### config.mk
export PLATFORM = sky130hd
export DESIGN_NAME = soft_rst_seq
export DESIGN_NICKNAME = d
export VERILOG_FILES = /design/src/rtl/soft_rst_pkg.sv /design/src/rtl/rst_countdown.sv /design/src/rtl/basic_ctl_reg.sv /design/src/rtl/soft_rst_seq.sv
export SDC_FILE = /design/constraint.sdc
export NUM_CORES = 1
export LEC_CHECK = 0
export BUFFER_PORTS_ARGS = -buffer_cell sky130_fd_sc_hd__buf_2
export CELL_PAD_IN_SITES_DETAIL_PLACEMENT = 1
export CELL_PAD_IN_SITES_GLOBAL_PLACEMENT = 2
export CORE_UTILIZATION = 37
export DETAILED_ROUTE_END_ITERATION = 10
export PLACE_DENSITY = 0.91
export SETUP_SLACK_MARGIN = 0.4
export SLEW_MARGIN = 5
export SYNTH_ARGS = -nofsm -noshare
export SYNTH_HDL_FRONTEND = slang
export SYNTH_HIERARCHICAL = 1
export SYNTH_SLANG_ARGS = --single-unit
### constraint.sdc
create_clock -name clk -period 2.5 [get_ports clk]
set_input_delay 0.125 -clock clk [delete_from_list [all_inputs] [get_ports clk]]
set_output_delay 0.125 -clock clk [all_outputs]
set_load 0.005 [all_outputs]
### src/rtl/soft_rst_pkg.sv
package soft_rst_pkg;
  localparam int N_MOD   = 3;
  localparam int N_PHY   = 2;
  localparam int DW      = 16;
  localparam int RST_BIT = 15;
  localparam int PD_BIT  = 14;
  localparam int KEEP_HI = 13;
  localparam int KEEP_LO = 8;
  localparam int CFG_HI  = 7;
  localparam int KEEP_W  = KEEP_HI - KEEP_LO + 1;
  localparam int CFG_W   = CFG_HI + 1;

  typedef enum logic [1:0] {
    SRC_SHARED = 2'd0,
    SRC_BASIC  = 2'd1,
    SRC_PWRUP  = 2'd2
  } rst_src_e;
endpackage

### src/rtl/rst_countdown.sv
module rst_countdown
  import soft_rst_pkg::*;
#(
  parameter int DUR = 4,
  parameter int CW  = 4
) (
  input  logic     clk,
  input  logic     rst_n,
  input  logic     start,
  input  rst_src_e src_in,
  output logic     busy,
  output rst_src_e src_q,
  output logic     done
);
  logic [CW-1:0] cnt_q;

  always_ff @(posedge clk) begin
    if (!rst_n) begin
      busy  <= 1'b0;
      cnt_q <= '0;
      src_q <= SRC_SHARED;
      done  <= 1'b0;
    end else begin
      done <= 1'b0;
      if (!busy) begin
        if (start) begin
          busy  <= 1'b1;
          cnt_q <= CW'(DUR - 1);
          src_q <= src_in;
        end
      end else if (cnt_q == '0) begin
        busy <= 1'b0;
        done <= 1'b1;
      end else begin
        cnt_q <= cnt_q - CW'(1);
      end
    end
  end

  AST_DONE_AFTER_BUSY: assert property (@(posedge clk) disable iff (!rst_n)
    done |-> ($past(busy) && !busy));
  AST_DONE_SINGLE: assert property (@(posedge clk) disable iff (!rst_n)
    done |=> !done);
  AST_NO_RESTART: assert property (@(posedge clk) disable iff (!rst_n)
    (busy && $past(busy) && ($past(cnt_q) != '0)) |-> (cnt_q == $past(cnt_q) - CW'(1)));
endmodule

### src/rtl/basic_ctl_reg.sv
module basic_ctl_reg
  import soft_rst_pkg::*;
#(
  parameter bit             HAS_PD  = 1'b1,
  parameter logic [CFG_W-1:0] CFG_DEF = 8'hA5
) (
  input  logic          clk,
  input  logic          rst_n,
  input  logic          wr_sel,
  input  logic [DW-1:0] wr_data,
  input  logic          clr_all,
  input  logic          busy,
  input  logic          soft_busy,
  output logic          req_basic,
  output logic          req_pwrup,
  output logic [DW-1:0] rd_word
);
  logic [CFG_W-1:0]  cfg_q;
  logic [KEEP_W-1:0] keep_q;
  logic              pd_q;
  logic              wr_ok;

  assign wr_ok     = wr_sel && !busy;
  assign req_basic = wr_ok && wr_data[RST_BIT];
  assign req_pwrup = wr_ok && !wr_data[RST_BIT] && HAS_PD && pd_q && !wr_data[PD_BIT];

  always_ff @(posedge clk) begin
    if (!rst_n || clr_all) begin
      cfg_q  <= CFG_DEF;
      keep_q <= '0;
      pd_q   <= 1'b0;
    end else if (req_basic) begin
      cfg_q <= CFG_DEF;
      pd_q  <= 1'b0;
    end else if (wr_ok) begin
      cfg_q  <= wr_data[CFG_HI:0];
      keep_q <= wr_data[KEEP_HI:KEEP_LO];
      pd_q   <= HAS_PD ? wr_data[PD_BIT] : 1'b0;
    end
  end

  assign rd_word = {soft_busy, pd_q, keep_q, cfg_q};

  AST_BUSY_FROZEN: assert property (@(posedge clk) disable iff (!rst_n)
    ($past(busy) && busy) |-> ($stable(cfg_q) && $stable(keep_q) && $stable(pd_q)));
  AST_KEEP_ON_BASIC: assert property (@(posedge clk) disable iff (!rst_n)
    (req_basic && !clr_all) |=> $stable(keep_q));
  AST_IDLE_STABLE: assert property (@(posedge clk) disable iff (!rst_n)
    (!wr_sel && !clr_all) |=> ($stable(cfg_q) && $stable(keep_q) && $stable(pd_q)));
endmodule

### src/rtl/soft_rst_seq.sv
module soft_rst_seq
  import soft_rst_pkg::*;
#(
  parameter int               CLK_HZ      = 100_000_000,
  parameter int               PHY_RST_US  = 110,
  parameter int               VPHY_RST_NS = 1000,
  parameter logic [CFG_W-1:0] CFG_DEF     = 8'hA5
) (
  input  logic          clk,
  input  logic          rst_n,
  input  logic          wr_en,
  input  logic [1:0]    addr,
  input  logic [DW-1:0] wr_data,
  output logic [DW-1:0] rd_data,
  output logic [N_MOD-1:0] mod_hold,
  output logic [N_MOD-1:0] mod_done
);
  localparam int CYC_PER_US = CLK_HZ / 1_000_000;
  localparam int PHY_CYC    = CYC_PER_US * PHY_RST_US;
  localparam int VPHY_RAW   = (CYC_PER_US * VPHY_RST_NS) / 1000;
  localparam int VPHY_CYC   = (VPHY_RAW < 1) ? 1 : VPHY_RAW;
  localparam int MAX_CYC    = (PHY_CYC > VPHY_CYC) ? PHY_CYC : VPHY_CYC;
  localparam int CW         = $clog2(MAX_CYC + 1);

  logic              shared_wr;
  logic [N_MOD-1:0]  busy, soft_busy, req_sh, req_basic, req_pwrup, start;
  rst_src_e          src_in [N_MOD];
  rst_src_e          src_q  [N_MOD];
  logic [DW-1:0]     word   [N_MOD];

  assign shared_wr = wr_en && (addr == 2'd0);

  for (genvar m = 0; m < N_MOD; m++) begin : g_mod
    localparam bit IS_PHY = (m < N_PHY);
    localparam int DUR    = IS_PHY ? PHY_CYC : VPHY_CYC;

    assign req_sh[m]    = shared_wr && wr_data[m] && !busy[m];
    assign start[m]     = req_sh[m] || req_basic[m] || req_pwrup[m];
    assign src_in[m]    = req_sh[m] ? SRC_SHARED : (req_basic[m] ? SRC_BASIC : SRC_PWRUP);
    assign soft_busy[m] = busy[m] && (src_q[m] != SRC_PWRUP);

    basic_ctl_reg #(.HAS_PD(IS_PHY), .CFG_DEF(CFG_DEF)) u_reg (
      .clk       (clk),
      .rst_n     (rst_n),
      .wr_sel    (wr_en && (addr == 2'(m + 1))),
      .wr_data   (wr_data),
      .clr_all   (req_sh[m]),
      .busy      (busy[m]),
      .soft_busy (soft_busy[m]),
      .req_basic (req_basic[m]),
      .req_pwrup (req_pwrup[m]),
      .rd_word   (word[m])
    );

    rst_countdown #(.DUR(DUR), .CW(CW)) u_cnt (
      .clk    (clk),
      .rst_n  (rst_n),
      .start  (start[m]),
      .src_in (src_in[m]),
      .busy   (busy[m]),
      .src_q  (src_q[m]),
      .done   (mod_done[m])
    );
  end

  assign mod_hold = busy;

  always_comb begin
    if (addr == 2'd0) rd_data = {{(DW-N_MOD){1'b0}}, soft_busy};
    else              rd_data = word[addr - 2'd1];
  end

  AST_PWRUP_NO_SOFT: assert property (@(posedge clk) disable iff (!rst_n)
    (req_pwrup != '0) |=> ((soft_busy & $past(req_pwrup)) == '0));
  AST_DONE_ONEHOT_PER_START: assert property (@(posedge clk) disable iff (!rst_n)
    (start != '0) |=> ((mod_done & $past(start)) == '0));
endmodule

Word level (Yosys, flattened, before mapping)
Index checks and enable logic that the tools add are counted.

$add $sub $neg: 4. $mul: 0. Divide/modulo/power cells: 0. Order comparisons: 1. Eq/ne operators: 9. Shifts and indexed selects: 0. Muxes and demuxes: 31. Bitwise operators: 7. Reductions and logical operators: 61.

Operators with widths (count): 14-bit two-way mux (9); 16-bit two-way mux (3); 14-bit zero test (3); 14-bit by 1-bit subtractor with 14-bit output, second input constant (3); 16-bit binary-select mux with 2-bit select (1); 1-bit logical AND (25); 2-bit AND reduction (12); 1-bit two-way mux (12); 2-bit two-way mux (6); 2-bit inequality test, second input constant (6); 1-bit logical OR (8); 1-bit zero test (6); 1-bit inverter (6); 2-bit nonzero test (3); 2-bit OR reduction (3); 2-bit == test, second input constant (2); 3-bit greater-or-equal comparator, second input constant (1); 2-bit inverter with 3-bit output (1); 2-bit by 1-bit == test with 1-bit output, second input constant (1); 2-bit zero test (1); 2-bit by 1-bit subtractor with 2-bit output, second input constant (1).

Register bits after elaboration: 98. Bits in latches: 0. Bits in writable memories: 0. Memory bits (read-only): 0. Bits of input ports: 21. Output and inout port bits: 22. Logic and storage cells: 133. Memories kept: 0.

Longest topological paths before layout
Gate-level depths: netlist of the first run.

Word-level depth: 9. Mapped depth: 11. Mapped depth without buffers: 10.

Modules after synthesis
Netlist of the first run, hierarchy kept.

Modules (own cells, without submodules): rst_countdown (g_mod[0].u_cnt ...) (instances 2, cells each 105, area each 908.4 sq um, seq. area each 360.3 sq um); basic_ctl_reg (g_mod[0].u_reg ...) (instances 2, cells each 74, area each 601.8 sq um, seq. area each 300.3 sq um); rst_countdown (g_mod[2].u_cnt) (instances 1, cells each 105, area each 934.6 sq um, seq. area each 360.3 sq um); soft_rst_seq (instances 1, cells each 91, area each 767.0 sq um, seq. area each 0.0 sq um); basic_ctl_reg (g_mod[2].u_reg) (instances 1, cells each 71, area each 629.4 sq um, seq. area each 280.3 sq um).

Least setup slack after synthesis of the first run
Ideal clock, no wire load.

Kind: input-to-reg. Start: input addr[0]. End: register g_mod[1].u_cnt.cnt_q[13]. Setup time: 74 ps. Arrival: 2200 ps. Data required time: 2426 ps. Setup slack: 225 ps. Stages on the path: 11. Buffers on the path: 1. Cells stage by stage: inv_1 > ha_1 > and2_1 > nor2b_1 > buf_4 > and2_1 > or3_1 > nor2_1 > or3_4 > or4b_1 > a31oi_1.

Elaborated cells between the ends (all ways): 15. Classes of those cells: eq/ne: 1; reduce/logical: 14.

RTL lines: start, declared (line soft_rst_seq.sv:12) `input logic [1:0] addr,`; 2-bit == test (line soft_rst_seq.sv:45) `.wr_sel (wr_en && (addr == 2'(m + 1))),`; 1-bit logical AND (line soft_rst_seq.sv:45); 1-bit logical AND (line basic_ctl_reg.sv:23) `assign wr_ok = wr_sel && !busy;`; 1-bit logical AND (line basic_ctl_reg.sv:24) `assign req_basic = wr_ok && wr_data[RST_BIT];`; named net req_basic[1] (line soft_rst_seq.sv:26) `logic [N_MOD-1:0] busy, soft_busy, req_sh, req_basic, req_pwrup, start;`; 1-bit logical OR (2 in series) (line soft_rst_seq.sv:38) `assign start[m] = req_sh[m] || req_basic[m] || req_pwrup[m];`; named net start[1] (line soft_rst_seq.sv:26); 2-bit nonzero test (no line); 2-bit AND reduction (no line); end signal, assigned (line rst_countdown.sv:28) `cnt_q <= CW'(DUR - 1);`; end signal, assigned (line rst_countdown.sv:35) `cnt_q <= cnt_q - CW'(1);`; end, declared (line rst_countdown.sv:15) `logic [CW-1:0] cnt_q;`.

The timed path passes the listed nets, and every way through them passes these cells. A chain may end at the register's enable or synchronous reset.

Worst setup path after layout of the first run
Start: register g_mod[0].u_cnt.cnt_q[8]. End: register g_mod[0].u_cnt.cnt_q[13].

Word-level cells in the longest chain between the ends: 3. Elaborated cells between the ends (all ways): 6. Classes of those cells: add/sub: 1; eq/ne: 1; mux: 2; reduce/logical: 2.

RTL lines (line): start, declared (rst_countdown.sv:15); start signal, assigned (rst_countdown.sv:28); start signal, assigned (rst_countdown.sv:35); 14-bit by 1-bit subtractor with 14-bit output or 14-bit zero test (tied branches) (rst_countdown.sv:35, rst_countdown.sv:31); 14-bit two-way mux or 2-bit inequality test (tied branches); 14-bit two-way mux or 2-bit AND reduction (tied branches).

Parallel ways exist; a longest one is shown, timed or not. The select of a mux whose other input is x is not followed.

==> impl_metrics.ini, run 1 <==
[floorplan]
die_area_um2 = 14900
die_h_um = 122
coreArea_um2 = 14000
start_util_pct = 38.3
io_pins = 43
fp-row-count = 43
die-width_um = 122

[drt]
finalWirelength_um = 15300
drtPass1Iterations = 6
vias_per_cell = 5.64
drc = 0
drt_iter0_markers = 216
vias = 4879
routedWlPerCell_um = 17.7
detail-route-antenna-nets = 0

[sta]
timing.final.crit_share_pct = 82.8
final.setup_skew_ps = 6.90
holdWs_ps = 12.3
finalSetupViolCount = 0
worstMarginPinSlew_ps = 595
setup_tns_ps = 0
rsz0062_at_grt = yes
timing.final.ws_setup_ps = 430
hold_violations = 0
fmax_mhz = 483
post-route-min-period_ps = 2070
slew_headroom_pct = 59.7
slew_viol_final = 0

[cts]
cts_root_buffer = clkbuf_16
numCtsBuffers = 9
worstSkewPairLatency_ps = 360
cts_tree = built
cts.sinks = 98
clock_path_buffers = 2
clk_pin_slew_ps = 80
htree_levels = 3

[synthesis]
syn_area_per_cell_um2 = 8.56
yosysTopAreaCell = dfxtp_1
yosysWarnings = 6
synth_common_cells = nand2_1 (101), dfxtp_1 (98), a21oi_1 (60)
synth_flop_cell = dfxtp_1
syn_area_um2 = 5350
synth.area.top_cells = dfxtp_1 (37%), nand2_1 (7.1%), a21oi_1 (5.6%)
synth_edf_count = 0
synth-seq-area-share_pct = 36.7
synth_cells = 625
synth.most_common_cell = nand2_1
synth-seq-cells = 98
netlist.area_leader.share_pct = 36.7
synth.distinct_cells = 67
synthArstFlopShare_pct = 0

[global_routing]
antenna_found_initial = 0
grt_pass1_wl_um = 24800
grt_usage_pct = 21.1
gr-total-overflow = 0
grt_pass1_vias = 4897
grt_max_degree = 23

[placement]
place.gp.congestion = 0.840
hpwlAfterDp_um = 10500
portBuffers = 42
dpl_worst_slack_ps = 136

[power_and_ir_drop]
seqPwrFrac_pct = 41.9
power.leakage_nw = 2.38
finalPower_mw = 4.31
pwr-share-comb_pct = 26.0
clock_power_share_pct = 32.2
ir_worst_vdd_uv = 306
sw_frac_of_total_pct = 33.5
switchingPower_mw = 1.45
cellPowerDensity_nw_per_um2 = 689
internal-power_mw = 2.87

[worst_hold_path]
whs_path_depth = 3
hold_class = primary input to flop

[setup_path]
critPathTopFamily = simple AND/OR/NAND/NOR gates
r2r_cells = 4
path_cells = or4_4, or3_4, or4b_4, a31oi_1
critPathMaxFanout = 4
start_kind = flop
max_stage_delay_ps = 580
cp_num_buf_inv = 0
critical_path_arrival_ps = 2350
critPathCaptureType = flop
slowest_stage = or4_4
required_ps = 2780
critPathKind = flop to flop
critical_path_depth = 4

[final_layout]
n_antenna_cell = 0
areaGrowthSynthToFinish_pct = 17.0
n_fill_cell = 1681
drive_gt1_share_pct = 27.9
nets = 708

[job]
cap_viol_max_count = 0

[outcome]
status = finished clean
## what timing repair did
| action | CTS | global route |
|---|---|---|
| setup endpoints to repair | 32 | 27 |
| hold buffers | 1 | 0 |
| hold endpoints to repair | 1 | 0 |
| pin swaps | 4 | 16 |
| gates resized for setup | 13 | 17 |
| setup buffers | 9 | 10 |
## worst paths after layout
path	startpoint	end	slack (ps)
min	wr_data[5]	g_mod[0].u_reg/cfg_q[5]$_SDFFE_PP1N_	10
min reg2reg	g_mod[1].u_cnt/src_q[1]$_SDFFE_PN0P_	g_mod[1].u_cnt/src_q[1]$_SDFFE_PN0P_	460
max	g_mod[0].u_cnt/cnt_q[8]$_SDFFE_PN0P_	g_mod[0].u_cnt/cnt_q[13]$_SDFFE_PN0P_	430
max reg2reg	g_mod[0].u_cnt/cnt_q[8]$_SDFFE_PN0P_	g_mod[0].u_cnt/cnt_q[13]$_SDFFE_PN0P_	430
## registers in the layout, indices dropped and copies added (netlist names)
| register | cells |
|---|---|
| g_mod.u_reg/keep_q | 18 |
| g_mod.u_cnt/busy | 3 |
| g_mod.u_cnt/cnt_q | 42 |
| g_mod.u_reg/cfg_q | 24 |
| g_mod.u_cnt/done | 3 |
| g_mod.u_reg/pd_q | 2 |
| g_mod.u_cnt/src_q | 6 |
## logic make-up after synthesis
family | Yosys count | share of synthesized area (%)
flip-flops | 98 | 36.7
AND/OR/NAND/NOR | 262 | 27.9
AO/OA/AOI/OAI | 182 | 23.3
multiplexers | 19 | 3.62
adder cells (fa/ha/maj) | 7 | 1.64
buffers and inverters | 56 | 6.73
other | 1 | 0.0701
## layer usage
layer | up-vias | GRT usage [%] | part of all wire [%]
li1 | 2383 | - | -
met3 | 14 | 2.70 | 2.3
met5 | - | 0 | 0
met1 | 2426 | 27.3 | 47
met4 | 0 | 8.16 | 1.5
met2 | 56 | 35.7 | 49
## cells in the final DEF, fill, tap and decap left out, types with 6 or more instances in the layout
cell type    n
nand2_1    101
dfxtp_1     94
a21oi_1     60
buf_2       42
buf_4       36
o21ai_0     32
a31oi_1     20
nor2_1      18
nand3_1     18
mux2i_1     16
nor3_1      16
o31ai_1     14
a21oi_2     12
inv_1       12
or3_1       12
a211oi_2    11
nand2b_1    11
nor2b_1     10
or4_1       10
clkbuf_16    9
and2_1       6
## worst min-delay path, cell delays in order
cell and delay, ps:
buf_2 100, nand2_1 50, nand3_1 70
## cell type report
| type | instances | area, µm² | area share [%] |
|---|---|---|---|
| Clock buffer | 9 | 225 | 3.60 |
| Clock inverter | 7 | 71.3 | 1.14 |
| Sequential cell | 98 | 1970 | 31.5 |
| Timing Repair Buffer | 81 | 513 | 8.20 |
| Tap cell | 180 | 225 | 3.60 |
| Multi-Input combinational cell | 472 | 3180 | 50.8 |
| Inverter | 18 | 70.1 | 1.12 |
## power groups by stage
stage,Clock (mW),Combinational (mW),Sequential [mW]
after floorplan,0,0.747,1.80
after global placement,0,0.922,1.82
after detailed placement,0,0.960,1.83
after CTS,1.43,1.04,1.80
after global routing,1.49,1.23,1.82
final,1.39,1.12,1.81
## metrics by stage
step	cell area [µm²]	util (%)	instances
5_1_grt	6260	44.7	865
2_1_floorplan	5410	-	626
3_3_place_gp	5690	40.7	829
4_1_cts	6110	43.7	855
3_5_place_dp	5690	40.7	829
6_report	6260	44.7	865
(Power assumes the default switching activity.)
==> run 2, diff against run 1 <==
- CORE_UTILIZATION: 37 -> 33
- PLACE_DENSITY: 0.91 -> 0.86
- clock period: 2.5 -> 1.9 ns (I/O delays scaled with it)
==> run 2 against run 1 <==
  * The flow now finishes with violations (negative setup slack)
  * Total power rose by 56%
  * Register-to-register slack got worse by 580 ps
  * Clock-buffer cell count did not move
  * First-iteration DRC count rose by 6.5%
  * Flip-flop and latch count did not move
  * Sequential power rose by 31%
  * Critical path type unchanged
  * Largest power group is now combinational cells
==> impl_metrics.ini, run 2 (synthesis results as in run 1) <==
[sta]
hold_violations = 0
fmax_mhz = 488
post-route-min-period_ps = 2050
worstMarginPinSlew_ps = 563
finalSetupViolCount = 23
timing.final.crit_share_pct = 108
slew_headroom_pct = 62.4
final.setup_skew_ps = 12.3
rsz0062_at_grt = yes
slew_viol_final = 0
timing.final.ws_setup_ps = -149

[placement]
hpwlAfterDp_um = 11800
place.gp.congestion = 0.822
placed_area_um2 = 6410
placed_cells = 924
portBuffers = 42

[global_routing]
gr-total-overflow = 0
antenna_found_initial = 0
grt_pass1_wl_um = 29400
grt_max_degree = 30
grt_pass1_vias = 5788
grt_usage_pct = 22.6

[outcome]
status = finished, violations left
violations = negative setup slack

[power_and_ir_drop]
internal-power_mw = 4.34
cellPowerDensity_nw_per_um2 = 846
power.leakage_nw = 3.07
clock_power_share_pct = 28.2
pwr-share-comb_pct = 36.5
sw_frac_of_total_pct = 35.3
seqPwrFrac_pct = 35.3
ir_worst_vdd_uv = 506
finalPower_mw = 6.71
switchingPower_mw = 2.37

[floorplan]
die-width_um = 129
coreArea_um2 = 15900
start_util_pct = 33.7
io_pins = 43
die_area_um2 = 16700
fp-row-count = 46
die_h_um = 129

[cts]
cts_tree = built
cts_root_buffer = clkbuf_16
htree_levels = 3
clock_path_buffers = 2
numCtsBuffers = 9
cts.sinks = 98
clk_pin_slew_ps = 70
worstSkewPairLatency_ps = 380

[final_layout]
n_fill_cell = 1830
fin_area_um2 = 7930
drive_gt1_share_pct = 49.1
nets = 811
largest_register_ffs = 42
final_cells = 1004
top_register = g_mod.u_cnt/cnt_q
reg.largest.list = g_mod.u_cnt/cnt_q x42, g_mod.u_reg/cfg_q x24, g_mod.u_reg/keep_q x18
layout_common_cells = buf_4 (99), nand2_1 (94), dfxtp_1 (83)
areaGrowthSynthToFinish_pct = 48.2
final_common_cell = buf_4
n_antenna_cell = 0

[setup_path]
critPathMaxFanout = 3
required_ps = 2190
critPathKind = flop to flop
critPathCaptureType = flop
critical_path_arrival_ps = 2340
start_kind = flop

[job]
cap_viol_max_count = 0

[drt]
drtPass1Iterations = 4
drt_iter0_markers = 230
vias_per_cell = 5.45
detail-route-antenna-nets = 0
finalWirelength_um = 19600
vias = 5476
drc = 0
routedWlPerCell_um = 19.5

[worst_hold_path]
hold_class = primary input to flop
## run 2: changes by cell type in the layout (fill, tap and decap cells not counted), sizes merged
cell	change
buf	+93
dlygate4sd3	+9
clkinv	-2
clkbuf	+1
clkinvlp	+1
inv	+1
## run 2: power by group through the flow
stage	clock, mW	sequential (mW)	combinational [mW]
2_1_floorplan	0	2.38	1.09
3_3_place_gp	0	2.37	1.60
3_5_place_dp	0	2.38	1.68
4_1_cts	1.91	2.34	2.08
5_1_grt	1.99	2.38	2.61
6_report	1.89	2.37	2.45
## run 2: layout make-up
type | instances | area [µm²] | share of cell area, %
multi-input combinational | 472 | 3740 | 47.2
sequential | 98 | 1990 | 25.1
timing repair buffer | 184 | 1550 | 19.5
tap | 216 | 270 | 3.41
clock buffer | 9 | 225 | 2.84
inverter | 18 | 87.6 | 1.10
clock inverter | 7 | 70.1 | 0.883
## run 2: repair_timing
action	CTS	global route
pin swaps	50	46
setup endpoints to repair	69	60
hold buffers	10	0
endpoints found under the hold margin	21	0
cloned	2	1
buffers inserted	35	16
resized for setup	77	85
## run 2: critical path: stages (launching register included)
cell	delay (ps)
dfxtp_2	320
or4_4	550
or3_4	400
or4b_4	530
a31oi_2	160
## run 2: metrics by stage
stage                     hold slack, ps  util, %  setup WS [ps]  TNS (ps)
after floorplan                      217        -           -139      -426
after global placement               336     40.4           -297     -5370
after detailed placement             346     40.4           -407     -8710
after CTS                          0.242     46.9           -128      -538
after global routing                21.0     49.9           -223     -3760
final                               5.28     49.9           -149     -1780
## run 2: path summary, 6_finish.rpt
check | slack, ps | startpoint | depth (start not counted) | to
hold / removal | 5 | wr_data[11] | 3 | g_mod[0].u_reg/keep_q[3]$_SDFFE_PP0P_
hold reg to reg | 460 | g_mod[1].u_cnt/src_q[1]$_SDFFE_PN0P_ | 2 | g_mod[1].u_cnt/src_q[1]$_SDFFE_PN0P_
setup reg to reg | -150 | g_mod[1].u_cnt/cnt_q[5]$_SDFFE_PN0P_ | 4 | g_mod[1].u_cnt/cnt_q[13]$_SDFFE_PN0P_
setup / recovery | -150 | g_mod[1].u_cnt/cnt_q[5]$_SDFFE_PN0P_ | 4 | g_mod[1].u_cnt/cnt_q[13]$_SDFFE_PN0P_
## run 2: layer usage
metal	track usage (%)	share of wire [%]	up-vias
met5	0	0	-
met4	10.9	2.4	0
met3	2.77	2.6	34
met2	40.4	52	94
met1	26.8	43	2765
li1	-	-	2583
